**config.mk**
```make
export PLATFORM = sky130hd
export DESIGN_NAME = frame_hdr_fmt
export DESIGN_NICKNAME = d
export VERILOG_FILES = /design/src/rtl/fhf_pkg.sv /design/src/rtl/fhf_sync_gen.sv /design/src/rtl/fhf_reg_src.sv /design/src/rtl/fhf_ctrl.sv /design/src/rtl/frame_hdr_fmt.sv
export SDC_FILE = /design/constraint.sdc
export NUM_CORES = 1
export LEC_CHECK = 0
export BUFFER_PORTS_ARGS = -buffer_cell sky130_fd_sc_hd__buf_2
export CORE_MARGIN = 2
export CORE_UTILIZATION = 35
export DETAILED_ROUTE_END_ITERATION = 16
export GPL_TIMING_DRIVEN = 0
export PLACE_DENSITY = 0.61
export SYNTH_ARGS = -nofsm -noshare
export SYNTH_HDL_FRONTEND = slang
export SYNTH_SLANG_ARGS = --single-unit
```
**constraint.sdc**
```tcl
create_clock -name clk -period 2.1 [get_ports clk]
set_input_delay 0 -clock clk [delete_from_list [all_inputs] [get_ports clk]]
set_output_delay 0 -clock clk [all_outputs]
set_load 0.02 [all_outputs]
```
**src/rtl/fhf_pkg.sv**
```systemverilog
package fhf_pkg;

    typedef enum logic [2:0] {
        ST_IDLE,
        ST_SOF_HDR,
        ST_PAD,
        ST_REG_VAL,
        ST_GUARD,
        ST_BLANK,
        ST_EOL_HDR,
        ST_FIN
    } fhf_state_e;

    localparam logic [7:0] BLANK_BYTE = 8'h07;
    localparam logic [7:0] SYNC_HI    = 8'hFF;
    localparam logic [7:0] SYNC_LO    = 8'h00;
    localparam logic [7:0] IDLE_BYTE  = 8'h00;

endpackage

```
**src/rtl/fhf_sync_gen.sv**
```systemverilog
module fhf_sync_gen #(
    parameter logic [7:0] SOF_CODE = 8'h80,
    parameter logic [7:0] EOL_CODE = 8'h9D
) (
    input  logic [1:0] idx,
    input  logic       is_eol,
    output logic [7:0] sync_byte
);
    import fhf_pkg::*;

    always_comb begin
        unique case (idx)
            2'd0:    sync_byte = SYNC_HI;
            2'd1:    sync_byte = SYNC_HI;
            2'd2:    sync_byte = SYNC_LO;
            default: sync_byte = is_eol ? EOL_CODE : SOF_CODE;
        endcase
    end

endmodule

```
**src/rtl/fhf_reg_src.sv**
```systemverilog
module fhf_reg_src #(
    parameter int          NREG      = 64,
    parameter int          AW        = $clog2(NREG),
    parameter logic [63:0] IMPL_MASK = 64'hFFFF_FFFF_FFFF_FFFF,
    parameter logic [7:0]  DEV_ID    = 8'h56
) (
    input  logic [AW-1:0] addr,
    input  logic [7:0]    rdata,
    output logic [7:0]    value
);
    logic [NREG-1:0] impl_vec;

    for (genvar g = 0; g < NREG; g++) begin : g_impl
        assign impl_vec[g] = IMPL_MASK[g];
    end

    always_comb begin
        value = impl_vec[addr] ? rdata : DEV_ID;
    end

endmodule

```
**src/rtl/fhf_ctrl.sv**
```systemverilog
module fhf_ctrl #(
    parameter int NREG     = 64,
    parameter int AW       = $clog2(NREG),
    parameter int LINE_LEN = 160,
    parameter int PW       = $clog2(LINE_LEN + 4)
) (
    input  logic                    clk,
    input  logic                    rst_n,
    input  logic                    start,
    output fhf_pkg::fhf_state_e     state,
    output logic [1:0]              sidx,
    output logic [AW-1:0]           ridx,
    output logic                    busy,
    output logic                    done,
    output logic                    rd_en
);
    import fhf_pkg::*;

    localparam logic [AW-1:0] LAST_REG = AW'(NREG - 1);
    localparam logic [PW-1:0] LAST_POS = PW'(LINE_LEN - 1);

    fhf_state_e    nxt;
    logic [PW-1:0] pos;

    // next-state logic
    always_comb begin
        nxt = state;
        unique case (state)
            ST_IDLE:    if (start) nxt = ST_SOF_HDR;
            ST_SOF_HDR: if (sidx == 2'd3) nxt = ST_PAD;
            ST_PAD:     if (sidx == 2'd1) nxt = ST_REG_VAL;
            ST_REG_VAL: nxt = ST_GUARD;
            ST_GUARD:   nxt = (ridx == LAST_REG) ? ST_BLANK : ST_REG_VAL;
            ST_BLANK:   if (pos == LAST_POS) nxt = ST_EOL_HDR;
            ST_EOL_HDR: if (sidx == 2'd3) nxt = ST_FIN;
            ST_FIN:     nxt = ST_IDLE;
            default:    nxt = ST_IDLE;
        endcase
    end

    // state register
    always_ff @(posedge clk or negedge rst_n) begin
        if (!rst_n) state <= ST_IDLE;
        else        state <= nxt;
    end

    // position and index counters
    always_ff @(posedge clk or negedge rst_n) begin
        if (!rst_n) begin
            sidx <= '0;
            ridx <= '0;
            pos  <= '0;
        end else begin
            if (state == ST_SOF_HDR || state == ST_PAD || state == ST_EOL_HDR)
                sidx <= (nxt != state) ? 2'd0 : sidx + 2'd1;
            else
                sidx <= '0;

            if (state == ST_IDLE)       ridx <= '0;
            else if (state == ST_GUARD) ridx <= ridx + 1'b1;

            if (state == ST_IDLE || state == ST_FIN) pos <= '0;
            else                                     pos <= pos + 1'b1;
        end
    end

    // outputs
    always_comb begin
        busy  = (state != ST_IDLE) && (state != ST_FIN);
        done  = (state == ST_FIN);
        rd_en = (state == ST_REG_VAL);
    end

    assert_pad_entry_R3: assert property (@(posedge clk) disable iff (!rst_n)
        (state == ST_PAD && $past(state) != ST_PAD) |-> $past(state) == ST_SOF_HDR);

    assert_pad_exit_R3: assert property (@(posedge clk) disable iff (!rst_n)
        (state == ST_REG_VAL && $past(state) == ST_PAD) |-> $past(state, 2) == ST_PAD);

    assert_fin_after_eol_R9: assert property (@(posedge clk) disable iff (!rst_n)
        state == ST_FIN |-> $past(state) == ST_EOL_HDR);

endmodule

```
**src/rtl/frame_hdr_fmt.sv**
```systemverilog
module frame_hdr_fmt #(
    parameter int          NREG      = 64,
    parameter int          LINE_LEN  = 160,
    parameter logic [63:0] IMPL_MASK = 64'h0FFF_00FF_F7FF_F0F3,
    parameter logic [7:0]  DEV_ID    = 8'h56,
    parameter logic [7:0]  SOF_CODE  = 8'h80,
    parameter logic [7:0]  EOL_CODE  = 8'h9D
) (
    input  logic       clk,
    input  logic       rst_n,
    input  logic       start,
    output logic       busy,
    output logic       done,
    output logic       reg_rd_en,
    output logic [5:0] reg_addr,
    input  logic [7:0] reg_rdata,
    output logic       out_valid,
    output logic [7:0] out_data
);
    import fhf_pkg::*;

    localparam int AW = $clog2(NREG);
    localparam int PW = $clog2(LINE_LEN + 4);

    fhf_state_e    state;
    logic [1:0]    sidx;
    logic [AW-1:0] ridx;
    logic [7:0]    sync_byte;
    logic [7:0]    reg_value;

    fhf_ctrl #(
        .NREG(NREG), .AW(AW), .LINE_LEN(LINE_LEN), .PW(PW)
    ) u_ctrl (
        .clk(clk), .rst_n(rst_n), .start(start),
        .state(state), .sidx(sidx), .ridx(ridx),
        .busy(busy), .done(done), .rd_en(reg_rd_en)
    );

    fhf_sync_gen #(
        .SOF_CODE(SOF_CODE), .EOL_CODE(EOL_CODE)
    ) u_sync (
        .idx(sidx), .is_eol(state == ST_EOL_HDR), .sync_byte(sync_byte)
    );

    fhf_reg_src #(
        .NREG(NREG), .AW(AW), .IMPL_MASK(IMPL_MASK), .DEV_ID(DEV_ID)
    ) u_src (
        .addr(ridx), .rdata(reg_rdata), .value(reg_value)
    );

    assign reg_addr = 6'(ridx);

    always_comb begin
        out_valid = 1'b1;
        unique case (state)
            ST_SOF_HDR, ST_EOL_HDR:     out_data = sync_byte;
            ST_REG_VAL:                 out_data = reg_value;
            ST_PAD, ST_GUARD, ST_BLANK: out_data = BLANK_BYTE;
            default: begin
                out_valid = 1'b0;
                out_data  = IDLE_BYTE;
            end
        endcase
    end

    assert_guard_after_value_R5: assert property (@(posedge clk) disable iff (!rst_n)
        reg_rd_en |=> (out_valid && out_data == BLANK_BYTE));

    assert_ascending_addr_R4: assert property (@(posedge clk) disable iff (!rst_n)
        (reg_rd_en && reg_addr != 6'd0) |-> ($past(reg_rd_en, 2) && $past(reg_addr, 2) == reg_addr - 6'd1));

    assert_read_inside_line_R9: assert property (@(posedge clk) disable iff (!rst_n)
        reg_rd_en |-> (busy && out_valid));

    assert_done_single_R9: assert property (@(posedge clk) disable iff (!rst_n)
        done |=> !done);

    assert_done_on_busy_fall_R9: assert property (@(posedge clk) disable iff (!rst_n)
        $fell(busy) |-> done);

endmodule

```
== Yosys cells after proc, flatten, opt, wreduce, memory -nomap -nowiden ==
Memories as Yosys holds them, arrays and structs flattened.
Cells that the tools add are included.
W data, S select, Z words.

* Register bits after elaboration: 19
* Bits in read-only memories: 64
* Word-level logic and storage cells: 53
* Memories kept: 1

{| class="wikitable"
|+ Memory list
! name !! depth !! width !! read ports !! clocked after memory_dff !! wr ports !! line !! text
|-
| (name not given) || 64 || 1 || 1 || 0 || 0 || fhf_reg_src.sv:18 || <nowiki>value = impl_vec[addr] ? rdata : DEV_ID;</nowiki>
|}

* $add $sub $neg: 3
* $lt $le $gt $ge: 1
* Equal/unequal tests: 14
* Muxes and demuxes: 18
* Reductions and logical operators: 12

{| class="wikitable"
|+ Operators by type and width
! cell !! number
|-
| $pmux W3 S8 || 1
|-
| $pmux W8 S3 || 1
|-
| $mux W3 || 6
|-
| $mux W8 || 2
|-
| $pmux W8 S2 || 1
|-
| $eq A3 B3 Y1 const B || 4
|-
| $mux W6 || 2
|-
| $add A8 B1 Y8 const B || 1
|-
| $eq A8 B8 Y1 const B || 1
|-
| $lt A6 B7 Y1 const B || 1
|-
| $add A6 B1 Y6 const B || 1
|-
| $eq A3 B2 Y1 const B || 2
|-
| $eq A6 B6 Y1 const B || 1
|-
| $reduce_or A6 Y1 || 1
|-
| $mux W5 || 1
|-
| $eq A2 B2 Y1 const B || 2
|-
| $mux W2 || 2
|-
| $reduce_or A2 Y1 || 2
|-
| $eq A3 B1 Y1 const B || 1
|-
| $logic_not A3 Y1 || 1
|-
| $logic_or A1 B1 Y1 || 3
|-
| $ne A3 B3 Y1 || 1
|-
| $ne A3 B3 Y1 const B || 1
|-
| $reduce_bool A3 Y1 || 1
|-
| 7 further kinds || 8
|}

== Logic depth before layout (Yosys ltp) ==
Gate-level depths: netlist (run 1).

* Word-level depth: 6
* Mapped depth: 8
* Depth with buffers taken out: 6

== Hierarchy ==
A second synthesis (run 1) with hierarchy kept.

* Cells, all modules: 182
* Area total of the unflattened synthesis: 1,497.7 µm²

{| class="wikitable"
|+ By module, submodules not included
! module !! times used !! cells each !! area each (µm²) !! sequential area each (µm²)
|-
| fhf_ctrl || 1 || 107 || 1,004.7 || 475.5
|-
| frame_hdr_fmt || 1 || 35 || 240.2 || 0.0
|-
| fhf_reg_src || 1 || 32 || 195.2 || 0.0
|-
| fhf_sync_gen || 1 || 8 || 57.6 || 0.0
|}

== Least setup slack after synthesis (run 1) ==
No wires, ideal clock.

* Path kind: reg2out
* Start: register u_ctrl.ridx[1]
* End: output port out_data[1]
* Arrival: 1.836 ns
* Slack: 0.264 ns
* Stages on the path, launching flop included: 7
* Cell sequence: dfrtp_1 -> ha_1 -> ha_1 -> and4b_1 -> a31oi_4 -> nand4b_1 -> a221o_1

* Word-level cells in the longest chain between the ends: 4

{| class="wikitable"
|+ Ends and longest elaborated chain
! item !! line !! text
|-
| start, declared || fhf_ctrl.sv:12 || <nowiki>output logic [AW-1:0] ridx,</nowiki>
|-
| start signal, assigned || fhf_ctrl.sv:60 || <nowiki>else if (state == ST_GUARD) ridx <= ridx + 1'b1;</nowiki>
|-
| $mem_v2 Z64 W1 || n/a ||
|-
| $mux W1 (not written as such) || fhf_reg_src.sv:18 ||
|-
| $mux W8 || fhf_reg_src.sv:18 ||
|-
| $pmux W8 S3 || frame_hdr_fmt.sv:55 || <nowiki>unique case (state)</nowiki>
|-
| end, declared || frame_hdr_fmt.sv:18 || <nowiki>output logic [7:0] out_data</nowiki>
|}

Every way passes these cells. The select of a mux whose other input is x is not followed.

== Worst setup path after layout (run 1) ==
Ends and elaborated chain as after synthesis.

==> results of run 1 <==
==> path summary, 6_finish.rpt <==
path	slack [ns]	to	depth (start not counted)	startpoint
min in group asynchronous	0.22	u_ctrl.pos[4]$_DFF_PN0_	2	rst_n
max in group asynchronous	1.54	u_ctrl.ridx[1]$_DFFE_PN0P_	2	rst_n
hold reg to reg	0.49	u_ctrl.pos[0]$_DFF_PN0_	1	u_ctrl.pos[0]$_DFF_PN0_
setup reg to reg	0.61	u_ctrl.pos[1]$_DFF_PN0_	8	u_ctrl.state[1]$_DFF_PN0_
setup / recovery	0.09	out_data[1]	7	u_ctrl.ridx[1]$_DFFE_PN0P_
hold / removal	0.02	u_ctrl.state[0]$_DFF_PN0_	3	start
==> repair_timing <==
action,CTS,global route
buffers inserted,4,1
setup endpoints to repair,2,5
hold endpoints to repair,19,0
pin swaps,0,2
hold buffers,1,0
gates resized for setup,2,7
==> routing by layer <==
layer  track usage [%]  share of wire, %
met5                 0                 0
met2              25.6                47
met4              4.69              0.77
met3              2.23               4.0
met1              20.5                49
==> stage by stage <==
step	total power, mW	worst slack, ns
6_report	2.24	0.0946
5_1_grt	2.45	0.000730
3_3_place_gp	1.90	0.166
3_5_place_dp	1.90	0.162
4_1_cts	2.21	0.00688
2_1_floorplan	1.53	0.264
==> layout make-up <==
class | count | area [µm²]
fillers | 397 | 2000
multi-input cells | 119 | 767
flip-flops and latches | 19 | 478
repair buffers | 34 | 194
well taps | 48 | 60.1
clock buffers | 4 | 45.0
inverters | 12 | 45.0
plain buffers | 6 | 43.8
==> sequential cells by signal, indices dropped and copies added (netlist names) <==
| register | count |
|---|---|
| u_ctrl.pos | 8 |
| u_ctrl.ridx | 6 |
| u_ctrl.sidx | 2 |
| u_ctrl.state | 3 |
==> cell usage after synthesis (2+ instances only) <==
library cell | instances | share of area (%)
sky130_fd_sc_hd__a21oi_1 | 5 | 1.9
sky130_fd_sc_hd__a221o_1 | 2 | 1.5
sky130_fd_sc_hd__a31o_1 | 3 | 2.0
sky130_fd_sc_hd__a31oi_1 | 2 | 0.96
sky130_fd_sc_hd__and2_1 | 2 | 0.96
sky130_fd_sc_hd__and3_1 | 3 | 1.4
sky130_fd_sc_hd__buf_2 | 2 | 0.77
sky130_fd_sc_hd__buf_6 | 2 | 1.7
sky130_fd_sc_hd__dfrtp_1 | 19 | 36
sky130_fd_sc_hd__ha_1 | 8 | 7.7
sky130_fd_sc_hd__inv_1 | 10 | 2.9
sky130_fd_sc_hd__inv_2 | 2 | 0.57
sky130_fd_sc_hd__nand2_1 | 20 | 5.7
sky130_fd_sc_hd__nand2b_1 | 2 | 0.96
sky130_fd_sc_hd__nand3_1 | 8 | 3.1
sky130_fd_sc_hd__nor2_1 | 23 | 6.6
sky130_fd_sc_hd__nor2b_1 | 2 | 0.96
sky130_fd_sc_hd__nor3_1 | 4 | 1.5
sky130_fd_sc_hd__o21ai_0 | 3 | 1.1
sky130_fd_sc_hd__o21ai_1 | 5 | 1.9
sky130_fd_sc_hd__o31ai_1 | 2 | 1.1
sky130_fd_sc_hd__or2_1 | 2 | 0.96
sky130_fd_sc_hd__xnor2_1 | 2 | 1.3
sky130_fd_sc_hd__xor2_1 | 5 | 3.4
==> power breakdown <==
group	switching [mW]	leakage, nW	internal, mW	total [mW]
combinational	0.868	0.535	0.575	1.44
clock	0.116	0.0228	0.135	0.251
sequential	0.0934	0.249	0.455	0.548
total	1.08	0.806	1.16	2.24
==> worst min-delay path: cells and delay by family <==
kind	cells	cell delay [ns]
AND/OR/NAND/NOR	1	0.04
AO/OA/AOI/OAI	1	0.10
buffers and inverters	1	0.09
==> cell families (layout without fill, tap and decap cells) <==
logic type               Yosys count  count (layout)  share of synthesized area [%]
AND/OR/NAND/NOR                   74              74                           27.8
adder cells (fa/ha/maj)            8               8                           7.66
buffers and inverters             18              56                           6.80
XOR/XNOR                           7               7                           4.69
flip-flops                        19              19                           36.4
AO/OA/AOI/OAI                     30              30                           16.7
==> flow_summary.html, run 1 <==
<table>
<tr><th>Metric</th><th>Value</th></tr>
<tr><th colspan="2">STA</th></tr>
<tr><td>Setup Total Neg Slack</td><td>0 ns</td></tr>
<tr><td>Time the final worst path needs with I/O delays and setup</td><td>around 2.0 ns</td></tr>
<tr><td>RSZ-0062 raised after global routing</td><td>false</td></tr>
<tr><td>Post-route worst hold slack</td><td>0.0171 ns</td></tr>
<tr><td># setup viols final</td><td>0</td></tr>
<tr><td>Least-Margin Pin Slew</td><td>0.446 ns</td></tr>
<tr><td>Max-slew headroom</td><td>70.3%</td></tr>
<tr><td>Count of final hold-check violations</td><td>0</td></tr>
<tr><td>Part of the cycle the worst path needs</td><td>95.5%</td></tr>
<tr><td>Final worst clock skew</td><td>0.00377 ns</td></tr>
<tr><td>Upper clock frequency limit</td><td>around 0.50 GHz</td></tr>
<tr><td>Max-slew violation total from the final report</td><td>0</td></tr>
<tr><th colspan="2">Clocking</th></tr>
<tr><td>Count of H-tree levels built during CTS</td><td>1</td></tr>
<tr><td>CTS clock-pin slew for the worst setup and hold paths</td><td>0.07 ns</td></tr>
<tr><td>Worst-Skew Late Latency</td><td>0.25 ns</td></tr>
<tr><td>Clock buffer count from CTS</td><td>3</td></tr>
<tr><td>Buffers from clock root to sink, at most</td><td>2</td></tr>
<tr><td>Buffer cell driving the clock tree root</td><td>sky130_fd_sc_hd__clkbuf_8</td></tr>
<tr><td>Clock tree from TritonCTS</td><td>built</td></tr>
<tr><td>Clock net sink count</td><td>19</td></tr>
<tr><th colspan="2">Flow run</th></tr>
<tr><td>Maxcap violations</td><td>0</td></tr>
<tr><th colspan="2">Setup path</th></tr>
<tr><td>CP arrival</td><td>about 2.0 ns</td></tr>
<tr><td>Maximum fanout along the worst path</td><td>3</td></tr>
<tr><td>Critical Path Sink Type</td><td>output port</td></tr>
<tr><td>Req. time, crit path</td><td>between 2 and 2.5 ns</td></tr>
<tr><td>CP Cell Sequence</td><td>ha_4 &gt; ha_1 &gt; and4b_1 &gt; a31oi_4 &gt; nand4b_1 &gt; a221o_1 &gt; buf_6</td></tr>
<tr><td>Delay of the slowest cell on the worst path</td><td>approximately 0.43 ns</td></tr>
<tr><td>Count of buffer and inverter cells on the critical path</td><td>1</td></tr>
<tr><td>Startpoint types</td><td>flip-flop</td></tr>
<tr><td>Category of cells accounting for the largest share of critical-path delay</td><td>compound AO/OA/AOI/OAI gates</td></tr>
<tr><td>Slowest stage cell, crit path</td><td>sky130_fd_sc_hd__dfrtp_2</td></tr>
<tr><td>Setup Crit Path Kind</td><td>flip-flop to output port</td></tr>
<tr><th colspan="2">Route</th></tr>
<tr><td>Via-to-Cell Ratio</td><td>4.89</td></tr>
<tr><td>Antenna-violating nets left</td><td>0</td></tr>
<tr><td>Total via count after detailed routing</td><td>around 1,200</td></tr>
<tr><td>Total wirelength of the detailed-routed design</td><td>between 2000 and 3000 µm</td></tr>
<tr><td>Routed length per placed instance</td><td>approximately 12 µm</td></tr>
<tr><td>Violation count after the first detailed-routing iteration</td><td>65</td></tr>
<tr><td># DRC</td><td>0</td></tr>
<tr><td>First-pass detailed-route iteration total</td><td>4</td></tr>
<tr><th colspan="2">Final layout</th></tr>
<tr><td>Syn-to-layout area delta</td><td>25.0%</td></tr>
<tr><td>Final cell utilization of the core</td><td>between 40% and 50%</td></tr>
<tr><td>Layout net count</td><td>214</td></tr>
<tr><td>Post-Layout Inst Area</td><td>1630 µm²</td></tr>
<tr><td>Total inserted antenna cells</td><td>0</td></tr>
<tr><td>Layout cell share with drive strength beyond 1</td><td>26.8%</td></tr>
<tr><td>Finished Layout Cells</td><td>242</td></tr>
<tr><td>Most common cell after layout, fill and taps aside</td><td>sky130_fd_sc_hd__buf_2</td></tr>
<tr><td>Commonest cells after routing, fill and taps aside</td><td>29 x sky130_fd_sc_hd__buf_2, 22 x sky130_fd_sc_hd__nor2_1, 20 x sky130_fd_sc_hd__nand2_1</td></tr>
<tr><th colspan="2">Floorplanning</th></tr>
<tr><td>Initial cell density of the core</td><td>36.0%</td></tr>
<tr><td>Placeable core region</td><td>3630 µm²</td></tr>
<tr><td>Floorplan die height</td><td>65.1 µm</td></tr>
<tr><td>I/O pin total</td><td>29</td></tr>
<tr><td>DIE WIDTH</td><td>65.1 µm</td></tr>
<tr><td>DIE AREA</td><td>4240 µm²</td></tr>
<tr><td>Floorplan row count</td><td>22</td></tr>
<tr><th colspan="2">GRT</th></tr>
<tr><td>Overall fraction of global-route tracks in use</td><td>15.3%</td></tr>
<tr><td>Remaining Overflow, GRT</td><td>0</td></tr>
<tr><td>First-pass GRT wire length</td><td>5070 µm</td></tr>
<tr><td>Initial antenna violation count</td><td>0</td></tr>
<tr><td>Maximum number of pins on one net before global-route repair</td><td>20</td></tr>
<tr><td>Vias in the first global route</td><td>1,102</td></tr>
<tr><th colspan="2">Yosys</th></tr>
<tr><td>Post-Synthesis Cells</td><td>approximately 160</td></tr>
<tr><td>Synthesis-stage register bit count</td><td>19</td></tr>
<tr><td>Distinct cell type count after synthesis</td><td>42</td></tr>
<tr><td>EDFF count, synth</td><td>0</td></tr>
<tr><td>Top flip-flop cell by instance count after synthesis</td><td>sky130_fd_sc_hd__dfrtp_1</td></tr>
<tr><td>Post-synth ARST share</td><td>100%</td></tr>
<tr><td>Net count after synthesis</td><td>around 180</td></tr>
<tr><td>Post-synthesis instance area</td><td>1310 µm²</td></tr>
<tr><td>Synthesized area divided by synthesized cell count</td><td>8.37 µm²</td></tr>
<tr><td>Number of warnings printed during yosys synthesis</td><td>0</td></tr>
<tr><td>Sequential cell area fraction in the yosys report</td><td>36.4%</td></tr>
<tr><th colspan="2">Min path</th></tr>
<tr><td>Worst Hold Class</td><td>input port to flip-flop</td></tr>
<tr><th colspan="2">Run status</th></tr>
<tr><td>Outcome</td><td>complete, no violations</td></tr>
<tr><th colspan="2">Power and ir drop</th></tr>
<tr><td>Cell area power density</td><td>1370 nW/µm²</td></tr>
<tr><td>Worst vdd rail ir drop</td><td>approximately 550 µV</td></tr>
<tr><td>Total leakage power</td><td>0.806 nW</td></tr>
<tr><th colspan="2">Placed design</th></tr>
<tr><td>Half-perimeter wire length after placement</td><td>between 2000 and 2500 µm</td></tr>
<tr><td>Dpl cell area</td><td>1510 µm²</td></tr>
<tr><td>Placed cells</td><td>232</td></tr>
<tr><td>Routability Congestion</td><td>0.797</td></tr>
<tr><td>IO Port Bufs</td><td>28</td></tr>
</table>
(Power assumes the default switching activity.)
==> run 2, diff against run 1 <==
Settings changed: PLACE_DENSITY 0.61 to 0.6, SYNTH_HIERARCHICAL set to 1.
==> run 2 against run 1 <==
- power rose by 5.1%
- register-to-register slack got worse by 0.07 ns
- clock power rose by 2%
- design area rose by 8.0%
- first-iteration DRC count fell by 3.1%
- clock skew barely moved
- global-route usage fell by 1.6 points
- flip-flop and latch count did not move
- fmax rose by 2.4%
- largest cell class unchanged
- largest power group unchanged
==> flow_summary.html, run 2 <==
<table>
<tr><th>Metric</th><th>Value</th></tr>
<tr><th colspan="2">Clocking</th></tr>
<tr><td>Count of H-tree levels built during CTS</td><td>1 (unchanged)</td></tr>
<tr><td>CTS clock-pin slew for the worst setup and hold paths</td><td>0.07 ns (about the same)</td></tr>
<tr><td>Buffer cell driving the clock tree root</td><td>sky130_fd_sc_hd__clkbuf_8 (unchanged)</td></tr>
<tr><td>Worst-Skew Late Latency</td><td>0.25 ns (about the same)</td></tr>
<tr><td>Buffers from clock root to sink, at most</td><td>2 (unchanged)</td></tr>
<tr><td>Clock tree from TritonCTS</td><td>built (unchanged)</td></tr>
<tr><td>Clock buffer count from CTS</td><td>3 (unchanged)</td></tr>
<tr><td>Clock net sink count</td><td>19 (unchanged)</td></tr>
<tr><th colspan="2">Route</th></tr>
<tr><td>Routed length per placed instance</td><td>12.1 µm (was 12.3 µm)</td></tr>
<tr><td>Via-to-Cell Ratio</td><td>5.26 (was 4.89)</td></tr>
<tr><td>Violation count after the first detailed-routing iteration</td><td>63 (was 65)</td></tr>
<tr><td>Total wirelength of the detailed-routed design</td><td>3200 µm (was 2980 µm)</td></tr>
<tr><td>Total via count after detailed routing</td><td>1,393 (was 1,183)</td></tr>
<tr><td>Antenna-violating nets left</td><td>0 (unchanged)</td></tr>
<tr><td># DRC</td><td>0 (unchanged)</td></tr>
<tr><td>First-pass detailed-route iteration total</td><td>4 (unchanged)</td></tr>
<tr><th colspan="2">Final layout</th></tr>
<tr><td>Finished Layout Cells</td><td>265 (was 242)</td></tr>
<tr><td>Leading registers by flop count</td><td>u_ctrl/pos: 8 flops, u_ctrl/ridx: 6 flops, u_ctrl/state: 3 flops (was u_ctrl.pos: 8 flops, u_ctrl.ridx: 6 flops, u_ctrl.state: 3 flops)</td></tr>
<tr><td>Final cell utilization of the core</td><td>43.4% (was 44.9%)</td></tr>
<tr><td>Commonest cells after routing, fill and taps aside</td><td>32 x sky130_fd_sc_hd__buf_2, 23 x sky130_fd_sc_hd__inv_1, 18 x sky130_fd_sc_hd__dfrtp_1 (was 29 x sky130_fd_sc_hd__buf_2, 22 x sky130_fd_sc_hd__nor2_1, 20 x sky130_fd_sc_hd__nand2_1)</td></tr>
<tr><td>Layout net count</td><td>231 (was 214)</td></tr>
<tr><td>Post-Layout Inst Area</td><td>1760 µm² (was 1630 µm²)</td></tr>
<tr><td>Syn-to-layout area delta</td><td>17.7% (was 25.0%)</td></tr>
<tr><td>Layout cell share with drive strength beyond 1</td><td>24.2% (was 26.8%)</td></tr>
<tr><td>Most common cell after layout, fill and taps aside</td><td>sky130_fd_sc_hd__buf_2 (unchanged)</td></tr>
<tr><td>Total inserted antenna cells</td><td>0 (unchanged)</td></tr>
<tr><td>Register bank with the most flops</td><td>u_ctrl/pos (was u_ctrl.pos)</td></tr>
<tr><td>Largest register FFs</td><td>8 (unchanged)</td></tr>
<tr><th colspan="2">Min path</th></tr>
<tr><td>End point of the worst hold path</td><td>u_ctrl/state[0]$_DFF_PN0_ (was u_ctrl.state[0]$_DFF_PN0_)</td></tr>
<tr><td>Worst Hold Class</td><td>input port to flip-flop (unchanged)</td></tr>
<tr><td>Worst Min Path Start</td><td>start (unchanged)</td></tr>
<tr><td>Worst Hold Path Cells</td><td>4 (was 3)</td></tr>
<tr><th colspan="2">Placed design</th></tr>
<tr><td>Half-perimeter wire length after placement</td><td>2380 µm (was 2180 µm)</td></tr>
<tr><td>IO Port Bufs</td><td>28 (unchanged)</td></tr>
<tr><td>Dpl ws</td><td>0.324 ns (was 0.162 ns)</td></tr>
<tr><td>Placed cells</td><td>260 (was 232)</td></tr>
<tr><td>Routability Congestion</td><td>0.800 (was 0.797)</td></tr>
<tr><td>Dpl cell area</td><td>1700 µm² (was 1510 µm²)</td></tr>
<tr><th colspan="2">Yosys</th></tr>
<tr><td>Post-Synthesis Cells</td><td>182 (was 156)</td></tr>
<tr><td>Sequential cell area fraction in the yosys report</td><td>31.7% (was 36.4%)</td></tr>
<tr><td>Synthesized area divided by synthesized cell count</td><td>8.23 µm² (was 8.37 µm²)</td></tr>
<tr><td>EDFF count, synth</td><td>0 (unchanged)</td></tr>
<tr><td>Leading cell types by count after synthesis</td><td>23 x sky130_fd_sc_hd__inv_1, 19 x sky130_fd_sc_hd__dfrtp_1, 11 x sky130_fd_sc_hd__nand2_1, 10 x sky130_fd_sc_hd__nand3_1, 10 x sky130_fd_sc_hd__nor3_1 (was 23 x sky130_fd_sc_hd__nor2_1, 20 x sky130_fd_sc_hd__nand2_1, 19 x sky130_fd_sc_hd__dfrtp_1, 10 x sky130_fd_sc_hd__inv_1)</td></tr>
<tr><td>Distinct cell type count after synthesis</td><td>46 (was 42)</td></tr>
<tr><td>Post-synthesis instance area</td><td>1500 µm² (was 1310 µm²)</td></tr>
<tr><td>Post-synth ARST share</td><td>100% (unchanged)</td></tr>
<tr><td>Number of warnings printed during yosys synthesis</td><td>6 (was 0)</td></tr>
<tr><td>Top flip-flop cell by instance count after synthesis</td><td>sky130_fd_sc_hd__dfrtp_1 (unchanged)</td></tr>
<tr><td>Largest area contributor in the synthesized netlist</td><td>sky130_fd_sc_hd__dfrtp_1 (unchanged)</td></tr>
<tr><td>Net count after synthesis</td><td>197 (was 175)</td></tr>
<tr><td>Main area contributors after synthesis</td><td>sky130_fd_sc_hd__dfrtp_1 32%, sky130_fd_sc_hd__inv_1 5.8%, sky130_fd_sc_hd__mux2i_1 4.0% (was sky130_fd_sc_hd__dfrtp_1 36%, sky130_fd_sc_hd__ha_1 7.7%, sky130_fd_sc_hd__nor2_1 6.6%)</td></tr>
<tr><td>Most instantiated library cell after synthesis</td><td>sky130_fd_sc_hd__inv_1 (was sky130_fd_sc_hd__nor2_1)</td></tr>
<tr><td>Yosys top cell area share</td><td>31.7% (was 36.4%)</td></tr>
<tr><td>Synthesis-stage register bit count</td><td>19 (unchanged)</td></tr>
<tr><th colspan="2">Setup path</th></tr>
<tr><td>Maximum fanout along the worst path</td><td>9 (was 3)</td></tr>
<tr><td>CP arrival</td><td>1.96 ns (was 2.01 ns)</td></tr>
<tr><td>Req. time, crit path</td><td>2.10 ns (about the same)</td></tr>
<tr><td>R2R Path Start</td><td>u_ctrl/pos[0]$_DFF_PN0_ (was u_ctrl.state[1]$_DFF_PN0_)</td></tr>
<tr><td>Worst-case register-to-register setup slack</td><td>0.54 ns (was 0.61 ns)</td></tr>
<tr><td>Setup Crit Path Kind</td><td>flip-flop to output port (unchanged)</td></tr>
<tr><td>Critical Path Sink Type</td><td>output port (unchanged)</td></tr>
<tr><td>Capture point of the worst reg-to-reg path</td><td>u_ctrl/state[0]$_DFF_PN0_ (was u_ctrl.pos[1]$_DFF_PN0_)</td></tr>
<tr><td>Startpoint types</td><td>flip-flop (unchanged)</td></tr>
<tr><td>Worst reg2reg path depth</td><td>4 (was 8)</td></tr>
<tr><th colspan="2">Flow run</th></tr>
<tr><td>Maxcap violations</td><td>0 (unchanged)</td></tr>
<tr><th colspan="2">GRT</th></tr>
<tr><td>First-pass GRT wire length</td><td>5700 µm (was 5070 µm)</td></tr>
<tr><td>Global Route met2 Usage</td><td>20.2% (was 25.6%)</td></tr>
<tr><td>Remaining Overflow, GRT</td><td>0 (unchanged)</td></tr>
<tr><td>Vias in the first global route</td><td>1,245 (was 1,102)</td></tr>
<tr><td>Met3 track demand over resource</td><td>3.20% (was 2.23%)</td></tr>
<tr><td>Met1 usage in global routing</td><td>20.9% (was 20.5%)</td></tr>
<tr><td>Overall fraction of global-route tracks in use</td><td>13.8% (was 15.3%)</td></tr>
<tr><td>Maximum number of pins on one net before global-route repair</td><td>20 (unchanged)</td></tr>
<tr><td>Most Crowded Layer GR</td><td>met1 (was met2)</td></tr>
<tr><td>Initial antenna violation count</td><td>0 (unchanged)</td></tr>
<tr><th colspan="2">STA</th></tr>
<tr><td>Setup Total Neg Slack</td><td>0 ns (unchanged)</td></tr>
<tr><td>Upper clock frequency limit</td><td>0.511 GHz (was 0.499 GHz)</td></tr>
<tr><td># setup viols final</td><td>0 (unchanged)</td></tr>
<tr><td>Time the final worst path needs with I/O delays and setup</td><td>1.96 ns (was 2.01 ns)</td></tr>
<tr><td>Part of the cycle the worst path needs</td><td>93.3% (was 95.5%)</td></tr>
<tr><td>Final worst clock skew</td><td>0.00409 ns (was 0.00377 ns)</td></tr>
<tr><td>Count of final hold-check violations</td><td>0 (unchanged)</td></tr>
<tr><td>Post-route worst hold slack</td><td>0.144 ns (was 0.0171 ns)</td></tr>
<tr><td>Max-slew headroom</td><td>71.4% (was 70.3%)</td></tr>
<tr><td>Least-Margin Pin Slew</td><td>0.429 ns (was 0.446 ns)</td></tr>
<tr><td>Max-slew violation total from the final report</td><td>0 (unchanged)</td></tr>
<tr><td>Worst setup slack after layout</td><td>0.141 ns (was 0.0946 ns)</td></tr>
<tr><th colspan="2">Power and ir drop</th></tr>
<tr><td>Final Power</td><td>2.36 mW (was 2.24 mW)</td></tr>
<tr><td>Worst vdd rail ir drop</td><td>627 µV (was 553 µV)</td></tr>
<tr><td>Cell area power density</td><td>1340 nW/µm² (was 1370 nW/µm²)</td></tr>
<tr><td>Total leakage power</td><td>0.845 nW (was 0.806 nW)</td></tr>
<tr><th colspan="2">Floorplanning</th></tr>
<tr><td>Placeable core region</td><td>4060 µm² (was 3630 µm²)</td></tr>
<tr><td>I/O pin total</td><td>29 (unchanged)</td></tr>
<tr><td>Floorplan die height</td><td>69.4 µm (was 65.1 µm)</td></tr>
<tr><td>Floorplan row count</td><td>23 (was 22)</td></tr>
<tr><td>Initial cell density of the core</td><td>36.9% (was 36.0%)</td></tr>
<tr><td>DIE AREA</td><td>4820 µm² (was 4240 µm²)</td></tr>
<tr><td>DIE WIDTH</td><td>69.4 µm (was 65.1 µm)</td></tr>
<tr><th colspan="2">Run status</th></tr>
<tr><td>Outcome</td><td>complete, no violations (unchanged)</td></tr>
</table>
## run 2: cell count changes in the layout (fill, tap and decap cells not counted), moves of 4 or more
cell,change
sky130_fd_sc_hd__inv_1,+13
sky130_fd_sc_hd__nor2_1,-13
sky130_fd_sc_hd__nand2_1,-9
sky130_fd_sc_hd__mux2i_1,+6
sky130_fd_sc_hd__nor3_1,+6
sky130_fd_sc_hd__nand2b_1,+5
sky130_fd_sc_hd__o2bb2ai_1,+5
sky130_fd_sc_hd__a21oi_1,+4
sky130_fd_sc_hd__a32oi_1,+4
sky130_fd_sc_hd__o21ai_0,+4
sky130_fd_sc_hd__o41ai_1,+4
sky130_fd_sc_hd__or3_1,+4
## run 2: power breakdown
group	total, mW	switching, mW	internal, mW
combinational	1.48	0.859	0.623
sequential	0.620	0.151	0.469
clock	0.256	0.121	0.135
## run 2: logic make-up after synthesis
kind of cell / after synthesis / share of synthesized area [%]
xor gates and xnor gates: 3 / 1.75
buffers and inverters: 37 / 11.9
adders and majority gates: 4 / 3.34
and+or+nand+nor: 66 / 23.6
muxes: 7 / 4.76
AOI/OAI and AO/OA: 46 / 23.0
DFF: 19 / 31.7
## run 2: layout make-up
| cell class | instances | area [µm²] |
|---|---|---|
| Timing Repair Buffer | 29 | 150 |
| Buffer | 14 | 91.3 |
| Inverter | 23 | 86.3 |
| Clock buffer | 4 | 45.0 |
| Multi-Input combinational cell | 126 | 851 |
| Sequential cell | 19 | 477 |
| Tap cell | 50 | 62.6 |
| Fill cell | 412 | 2290 |
## run 2: metal layers
layer	up-vias	wire length, µm
met3	2	172
met2	31	1380
li1	714	-
met4	0	12
met5	-	0
met1	646	1640
## run 2: repair_timing
action                                  in CTS  in global routing
buffers inserted                             0                  0
hold buffers                                 1                  0
endpoints found under the setup margin       0                  3
gates resized for setup                      0                  2
endpoints found under the hold margin       19                  0
## run 2: how the worst max path moves through the flow
stage / end / slack (ns) / start / depth (start not counted)
after floorplan: out_data[4] / 0.51 / u_ctrl/ridx[2]$_DFFE_PN0P_ / 6
final: out_data[1] / 0.14 / u_ctrl/ridx[4]$_DFFE_PN0P_ / 7
after global placement: out_data[1] / 0.33 / u_ctrl/ridx[4]$_DFFE_PN0P_ / 7
after detailed placement: out_data[1] / 0.32 / u_ctrl/ridx[4]$_DFFE_PN0P_ / 7
after global routing: out_data[2] / -0.002 / u_ctrl/ridx[4]$_DFFE_PN0P_ / 7
after CTS: out_data[1] / 0.04 / u_ctrl/ridx[4]$_DFFE_PN0P_ / 7
## run 2: worst max-delay path, stage by stage, from the launching register on
cell,delay [ns]
sky130_fd_sc_hd__dfrtp_1,0.49
sky130_fd_sc_hd__nor3b_4,0.40
sky130_fd_sc_hd__nor3_1,0.08
sky130_fd_sc_hd__a32oi_1,0.22
sky130_fd_sc_hd__inv_1,0.07
sky130_fd_sc_hd__a21oi_1,0.15
sky130_fd_sc_hd__a221o_1,0.13
sky130_fd_sc_hd__buf_2,0.16
